===== src/rtl/gpio_bank_pkg.sv =====
package gpio_bank_pkg;
  localparam int NPORT  = 4;
  localparam int PORT_W = 8;
  localparam int PINS   = NPORT * PORT_W;
  localparam int PSEL_W = $clog2(NPORT);
  localparam int WIN_W  = 7;  // 128-byte window: class[6:4], port[3:2]

  typedef enum logic [2:0] {
    CLS_MODE = 3'd0,
    CLS_DREN = 3'd1,
    CLS_DVAL = 3'd2,
    CLS_PIN  = 3'd3,
    CLS_STS  = 3'd4,
    CLS_IEN  = 3'd5,
    CLS_ITYP = 3'd6,
    CLS_ICLR = 3'd7
  } reg_cls_e;

  function automatic logic [PORT_W-1:0] merge_bits(
    input logic [PORT_W-1:0] old_v,
    input logic [PORT_W-1:0] new_v,
    input logic [PORT_W-1:0] sel
  );
    return (old_v & ~sel) | (new_v & sel);
  endfunction
endpackage


===== src/rtl/gpio_addr_dec.sv =====
module gpio_addr_dec
  import gpio_bank_pkg::*;
#(
  parameter int AW        = 12,
  parameter int UPPER_OFS = 'h80
) (
  input  logic [AW-1:0]     addr_i,
  output logic              hit_o,
  output logic              masked_o,
  output reg_cls_e          cls_o,
  output logic [PSEL_W-1:0] port_o
);
  localparam logic [AW-1:0] UPPER = AW'(UPPER_OFS);

  logic [AW-1:0]    rel_m;
  logic             plain_win, mask_win;
  logic [WIN_W-1:0] off;
  logic             cls_ok;

  assign rel_m     = addr_i - UPPER;
  assign plain_win = (addr_i[AW-1:WIN_W] == '0);
  assign mask_win  = !plain_win && (addr_i >= UPPER) && (rel_m[AW-1:WIN_W] == '0);
  assign off       = plain_win ? addr_i[WIN_W-1:0] : rel_m[WIN_W-1:0];
  assign cls_o     = reg_cls_e'(off[6:4]);
  assign port_o    = off[3:2];
  assign masked_o  = mask_win;

  // alias window has no input or clear class
  assign cls_ok = plain_win || !(cls_o inside {CLS_PIN, CLS_ICLR});
  assign hit_o  = (plain_win || mask_win) && (off[1:0] == 2'b00) && cls_ok;
endmodule


===== src/rtl/gpio_in_sync.sv =====
module gpio_in_sync #(
  parameter int W      = 32,
  parameter int STAGES = 2
) (
  input  logic         clk_i,
  input  logic         rst_ni,
  input  logic [W-1:0] d_i,
  output logic [W-1:0] q_o
);
  logic [STAGES-1:0][W-1:0] chain_q;

  for (genvar s = 0; s < STAGES; s++) begin : g_stage
    always_ff @(posedge clk_i or negedge rst_ni) begin
      if (!rst_ni)     chain_q[s] <= '0;
      else if (s == 0) chain_q[s] <= d_i;
      else             chain_q[s] <= chain_q[(s == 0) ? 0 : s-1];
    end
  end

  assign q_o = chain_q[STAGES-1];
endmodule


===== src/rtl/gpio_port_regs.sv =====
module gpio_port_regs
  import gpio_bank_pkg::*;
(
  input  logic              clk_i,
  input  logic              rst_ni,
  input  logic              wr_i,
  input  logic              masked_i,
  input  reg_cls_e          cls_i,
  input  logic [15:0]       wdata_i,
  output logic [PORT_W-1:0] mode_o,
  output logic [PORT_W-1:0] dren_o,
  output logic [PORT_W-1:0] dval_o,
  output logic [PORT_W-1:0] ien_o,
  output logic [PORT_W-1:0] ityp_o,
  output logic [PORT_W-1:0] set_o,
  output logic [PORT_W-1:0] clr_o
);
  logic [PORT_W-1:0] val, sel;

  assign val = wdata_i[PORT_W-1:0];
  assign sel = masked_i ? wdata_i[2*PORT_W-1:PORT_W] : '1;

  always_ff @(posedge clk_i or negedge rst_ni) begin
    if (!rst_ni) begin
      mode_o <= '0;
      dren_o <= '0;
      dval_o <= '0;
      ien_o  <= '0;
      ityp_o <= '0;
      set_o  <= '0;
      clr_o  <= '0;
    end else begin
      set_o <= '0;
      clr_o <= '0;
      if (wr_i) begin
        unique case (cls_i)
          CLS_MODE: mode_o <= merge_bits(mode_o, val, sel);
          CLS_DREN: dren_o <= merge_bits(dren_o, val, sel);
          CLS_DVAL: dval_o <= merge_bits(dval_o, val, sel);
          CLS_IEN:  ien_o  <= merge_bits(ien_o,  val, sel);
          CLS_ITYP: ityp_o <= merge_bits(ityp_o, val, sel);
          CLS_STS: if (masked_i) begin
            set_o <= sel & val;
            clr_o <= sel & ~val;
          end
          CLS_ICLR: clr_o <= val;
          default: ;
        endcase
      end
    end
  end
endmodule


===== src/rtl/gpio_bank_regs.sv =====
module gpio_bank_regs
  import gpio_bank_pkg::*;
#(
  parameter int AW          = 12,
  parameter int UPPER_OFS   = 'h80,
  parameter int SYNC_STAGES = 2
) (
  input  logic          clk_i,
  input  logic          rst_ni,
  input  logic [AW-1:0] addr_i,
  input  logic          wr_i,
  input  logic [31:0]   wdata_i,
  output logic [31:0]   rdata_o,
  input  logic [31:0]   pin_in_i,
  output logic [31:0]   pin_out_o,
  output logic [31:0]   pin_oe_o,
  input  logic [31:0]   irq_sts_i,
  output logic [31:0]   irq_en_o,
  output logic [31:0]   irq_type_o,
  output logic [31:0]   sts_clr_o,
  output logic [31:0]   sts_set_o
);
  logic              hit, masked;
  reg_cls_e          cls;
  logic [PSEL_W-1:0] port;
  logic [PINS-1:0]   pin_sync;

  logic [NPORT-1:0][PORT_W-1:0] mode_q, dren_q, dval_q, ien_q, ityp_q, set_q, clr_q;

  gpio_addr_dec #(.AW(AW), .UPPER_OFS(UPPER_OFS)) u_dec (
    .addr_i  (addr_i),
    .hit_o   (hit),
    .masked_o(masked),
    .cls_o   (cls),
    .port_o  (port)
  );

  gpio_in_sync #(.W(PINS), .STAGES(SYNC_STAGES)) u_sync (
    .clk_i (clk_i),
    .rst_ni(rst_ni),
    .d_i   (pin_in_i),
    .q_o   (pin_sync)
  );

  for (genvar p = 0; p < NPORT; p++) begin : g_port
    logic wr_p;
    assign wr_p = wr_i && hit && (port == PSEL_W'(p));

    gpio_port_regs u_port (
      .clk_i   (clk_i),
      .rst_ni  (rst_ni),
      .wr_i    (wr_p),
      .masked_i(masked),
      .cls_i   (cls),
      .wdata_i (wdata_i[15:0]),
      .mode_o  (mode_q[p]),
      .dren_o  (dren_q[p]),
      .dval_o  (dval_q[p]),
      .ien_o   (ien_q[p]),
      .ityp_o  (ityp_q[p]),
      .set_o   (set_q[p]),
      .clr_o   (clr_q[p])
    );
  end

  assign pin_out_o  = dval_q;
  assign pin_oe_o   = mode_q & dren_q;
  assign irq_en_o   = ien_q;
  assign irq_type_o = ityp_q;
  assign sts_clr_o  = clr_q;
  assign sts_set_o  = set_q;

  logic [NPORT-1:0][PORT_W-1:0] pin_b, sts_b;
  assign pin_b = pin_sync;
  assign sts_b = irq_sts_i;

  always_comb begin
    rdata_o = '0;
    if (hit) begin
      unique case (cls)
        CLS_MODE: rdata_o[PORT_W-1:0] = mode_q[port];
        CLS_DREN: rdata_o[PORT_W-1:0] = dren_q[port];
        CLS_DVAL: rdata_o[PORT_W-1:0] = dval_q[port];
        CLS_PIN:  rdata_o[PORT_W-1:0] = pin_b[port];
        CLS_STS:  rdata_o[PORT_W-1:0] = sts_b[port];
        CLS_IEN:  rdata_o[PORT_W-1:0] = ien_q[port];
        CLS_ITYP: rdata_o[PORT_W-1:0] = ityp_q[port];
        default:  rdata_o = '0;
      endcase
    end
  end
endmodule


===== config.mk =====
export PLATFORM = sky130hd
export DESIGN_NAME = gpio_bank_regs
export DESIGN_NICKNAME = d
export VERILOG_FILES = /design/src/rtl/gpio_bank_pkg.sv /design/src/rtl/gpio_addr_dec.sv /design/src/rtl/gpio_in_sync.sv /design/src/rtl/gpio_port_regs.sv /design/src/rtl/gpio_bank_regs.sv
export SDC_FILE = /design/constraint.sdc
export NUM_CORES = 1
export LEC_CHECK = 0
export BUFFER_PORTS_ARGS = -buffer_cell sky130_fd_sc_hd__buf_2
export CAP_MARGIN = 15
export CORE_MARGIN = 2
export CORE_UTILIZATION = 47
export CTS_BUF_LIST = sky130_fd_sc_hd__clkbuf_8 sky130_fd_sc_hd__clkbuf_16
export CTS_CLUSTER_DIAMETER = 60
export DETAILED_ROUTE_END_ITERATION = 10
export GPL_ROUTABILITY_DRIVEN = 0
export PLACE_DENSITY_LB_ADDON = 0.08
export RECOVER_POWER = 50
export SLEW_MARGIN = 10
export SYNTH_ARGS = -nofsm -noshare
export SYNTH_HDL_FRONTEND = slang
export SYNTH_SLANG_ARGS = --single-unit

===== constraint.sdc =====
create_clock -name clk_i -period 1.6 [get_ports clk_i]
set_input_delay 0.16 -clock clk_i [delete_from_list [all_inputs] [get_ports clk_i]]
set_output_delay 0.16 -clock clk_i [all_outputs]
set_load 0.005 [all_outputs]

==> results.md <==
• run status: complete, but fails checks
• violations in the final reports: negative setup slack
• Design Power: 16.22 mW
• number of buffers created by CTS: 31
• shortest clock period the worst path allows after layout: 2371 ps
• leading cell type in the layout, fill and taps excluded: dfrtp_1
• arrival time reported for the critical path endpoint: 2210 ps
• Crit Path Class: register to output port
• fraction of registers with async set/reset: 1.000
• Total Die Area: 29,020 um^2
• Top FF cell, synth: dfrtp_1
• critical path endpoint category: output port
• gr usage total: 0.2845
• Filler cells: 2,107
• total via count in the routed design: 10,450
• Ports: 335
• Post-Route Skew: 3.634 ps
• worst-case headroom to the max-slew limit: 0.2635
• Crit Path Max Fanout: 3
• half-perimeter wire length after detailed placement: 29,940 um
• final instance area: 18,340 um^2
• cell area after placement: 16,740 um^2
• std cell rows: 60
• summed negative setup slack over all endpoints: -4927 ps
• number of different library cells in the post-synthesis netlist: 50
• worst hold margin: 28.68 ps
• global-route wire length before repair: 62,070 um
• Placed Cells incl. Taps: 1,889
• setup slack of the critical path after layout: -771.1 ps
• number of flip-flops and latches in the synthesized netlist: 288
• sequential element share of the synthesized area: 0.5541
• Clk Tree Root Cell: clkbuf_16
• Avg Cell Area, Syn: 11.85 um^2
• Initial Utilization: 0.4800
• relative area change from synthesis to final layout: 41.03%
• count of unresolved DRC violations after routing: 0
• length in cells of the worst reg-to-reg path: 3
• number of enable-type register cells in the synthesized netlist: 0
• number of warnings issued by yosys: 0
• clock latency on the worst-skew pair: 560 ps
• remaining number of nets flagged by the antenna check after routing: 0
• maximum buffer depth of the clock tree: 3
• Cell Area, Synth: 13,010 um^2
• unrepaired setup endpoints after global routing: yes
• number of detailed-route iterations in the first pass: 5
• instance count of the mapped netlist: 1,098
• placeable core region: 27,100 um^2
• number of violations reported at the end of detailed-routing iteration 0: 662
• clock tree from TritonCTS: built
• CP startpoint kind: register
• vias per std cell: 5.245
• P_leak: 9.120 nW
• count of endpoints failing setup in the final report: 11
• leading cell types in the layout, fill and taps excluded: 288 x dfrtp_1, 278 x buf_2, 182 x buf_4
• # H-tree levels: 1
• area of the multi-input gates: 5936 um^2
• slew of the pin with the lowest slew margin: 1105 ps
• max-cap violation count: 0
• IR drop worst, VDD: 0.8629 mV
• number of pins exceeding their max-slew limit in the final report: 0
• initial antenna violation count: 1
• number of clock sinks seen by CTS: 288
• worst hold-check path type: input port to register
• required time at the endpoint of the critical path: 1440 ps
• GR Overflow Total: 0
• final standard cell count with taps included and fillers excluded: 1,992
• largest net degree at the start of global routing: 50
• depth of the worst hold-timing path: 3
• vias in the first global route: 10,510
• fraction of layout instances using a drive strength above 1: 0.5173
• Final Routed Wirelength: 41,470 um
• clock edge transition at the registers on the reported setup and hold paths: 60 ps
• Power Density: 884.4 nW/um^2
• layout net count: 1,707
• Achievable Freq: 421.7 MHz
• post-detailed-route wirelength per cell: 20.82 um
• final hold viol count: 0
• footprint of the flip-flops and latches: 7207 um^2
• die boundary height: 170.4 um
• Final period util: 1.482
• horizontal die dimension: 170.4 um
• PortBufs: 294
[cells by family after synthesis]
kind of cell	after synthesis	share of synthesized area
simple gates	356	0.1239
mux	248	0.2297
compound gates	107	0.05127
flops	288	0.5541
buf+inv	98	0.04078
other cells	1	0.0002883
[where the power goes]
group          switching [mW]  internal (mW)  total, mW
Combinational           0.772          0.568       1.34
Sequential             0.0457           7.39       7.44
Clock                    2.97           4.48       7.44
[critical path, stage by stage, from the launching register on]
cell	delay, ps
dfrtp_1	400
mux4_2	500
nand2_2	90
a21oi_2	60
nor4_2	340
a21oi_2	130
buf_2	140
[timing repair]
item,in CTS,in global routing
endpoints found under the hold margin,328,0
resized for setup,21,15
setup endpoints to repair,8,8
hold buffers,36,0
setup buffers,6,4
gates cloned,0,0
pin swaps,17,11
[routing by layer]
layer | global-route usage | vias to the layer above | wire (um)
li1 | - | 4772 | -
met1 | 0.3866 | 5189 | 17740
met2 | 0.4772 | 411 | 19970
met3 | 0.03512 | 77 | 2447
met4 | 0.09253 | 0 | 1317
met5 | 0 | - | 0
[metrics by stage]
step	setup WS, ps	utilization
after global routing	-846.7	0.6767
final	-771.1	0.6769
after floorplan	-52.40	-
after global placement	-394.2	0.6178
after detailed placement	-398.7	0.6178
after CTS	-684.9	0.6759
[path summary, 6_finish.rpt]
| check | from | end | slack (ps) |
|---|---|---|---|
| worst min-delay path | wdata_i[14] | g_port[1].u_port.set_o[6]$_DFF_PN0_ | 30 |
| worst max-delay path | register | rdata_o[7] | -770 |
| worst min register to register | u_sync.chain_q[14]$_DFF_PN0_ | u_sync.q_o[14]$_DFF_PN0_ | 350 |
| worst max register to register | register | register | 590 |
| max in group asynchronous | rst_ni | asynchronous set/reset pin | 200 |
| min in group asynchronous | rst_ni | g_port[0].u_port.set_o[0]$_DFF_PN0_ | 360 |
[final cells by class]
type / count / share of cell area
diodes: 2 / 0.0002728
clock buffers: 34 / 0.04454
flip-flops and latches: 288 / 0.3929
inverters: 1 / 0.0002046
multi-input cells: 735 / 0.3236
clock inverters: 21 / 0.01378
well taps: 372 / 0.02537
repair buffers: 539 / 0.1994
[cells in the mapped netlist, types with 11 or more instances]
library cell | instances | area, um^2
a21oi_1 | 19 | 95.09
and2_1 | 36 | 225.2
buf_2 | 32 | 160.2
buf_4 | 31 | 232.7
clkbuf_1 | 32 | 120.1
dfrtp_1 | 288 | 7207
mux2_1 | 89 | 1002
mux2_2 | 85 | 957.2
mux2i_1 | 51 | 510.5
mux4_2 | 23 | 518.0
nand2_1 | 17 | 63.81
nand3_1 | 15 | 75.07
nor2_1 | 240 | 900.9
o21ai_1 | 39 | 195.2
o32ai_1 | 11 | 96.34
Power figures use the tool's default switching activity.
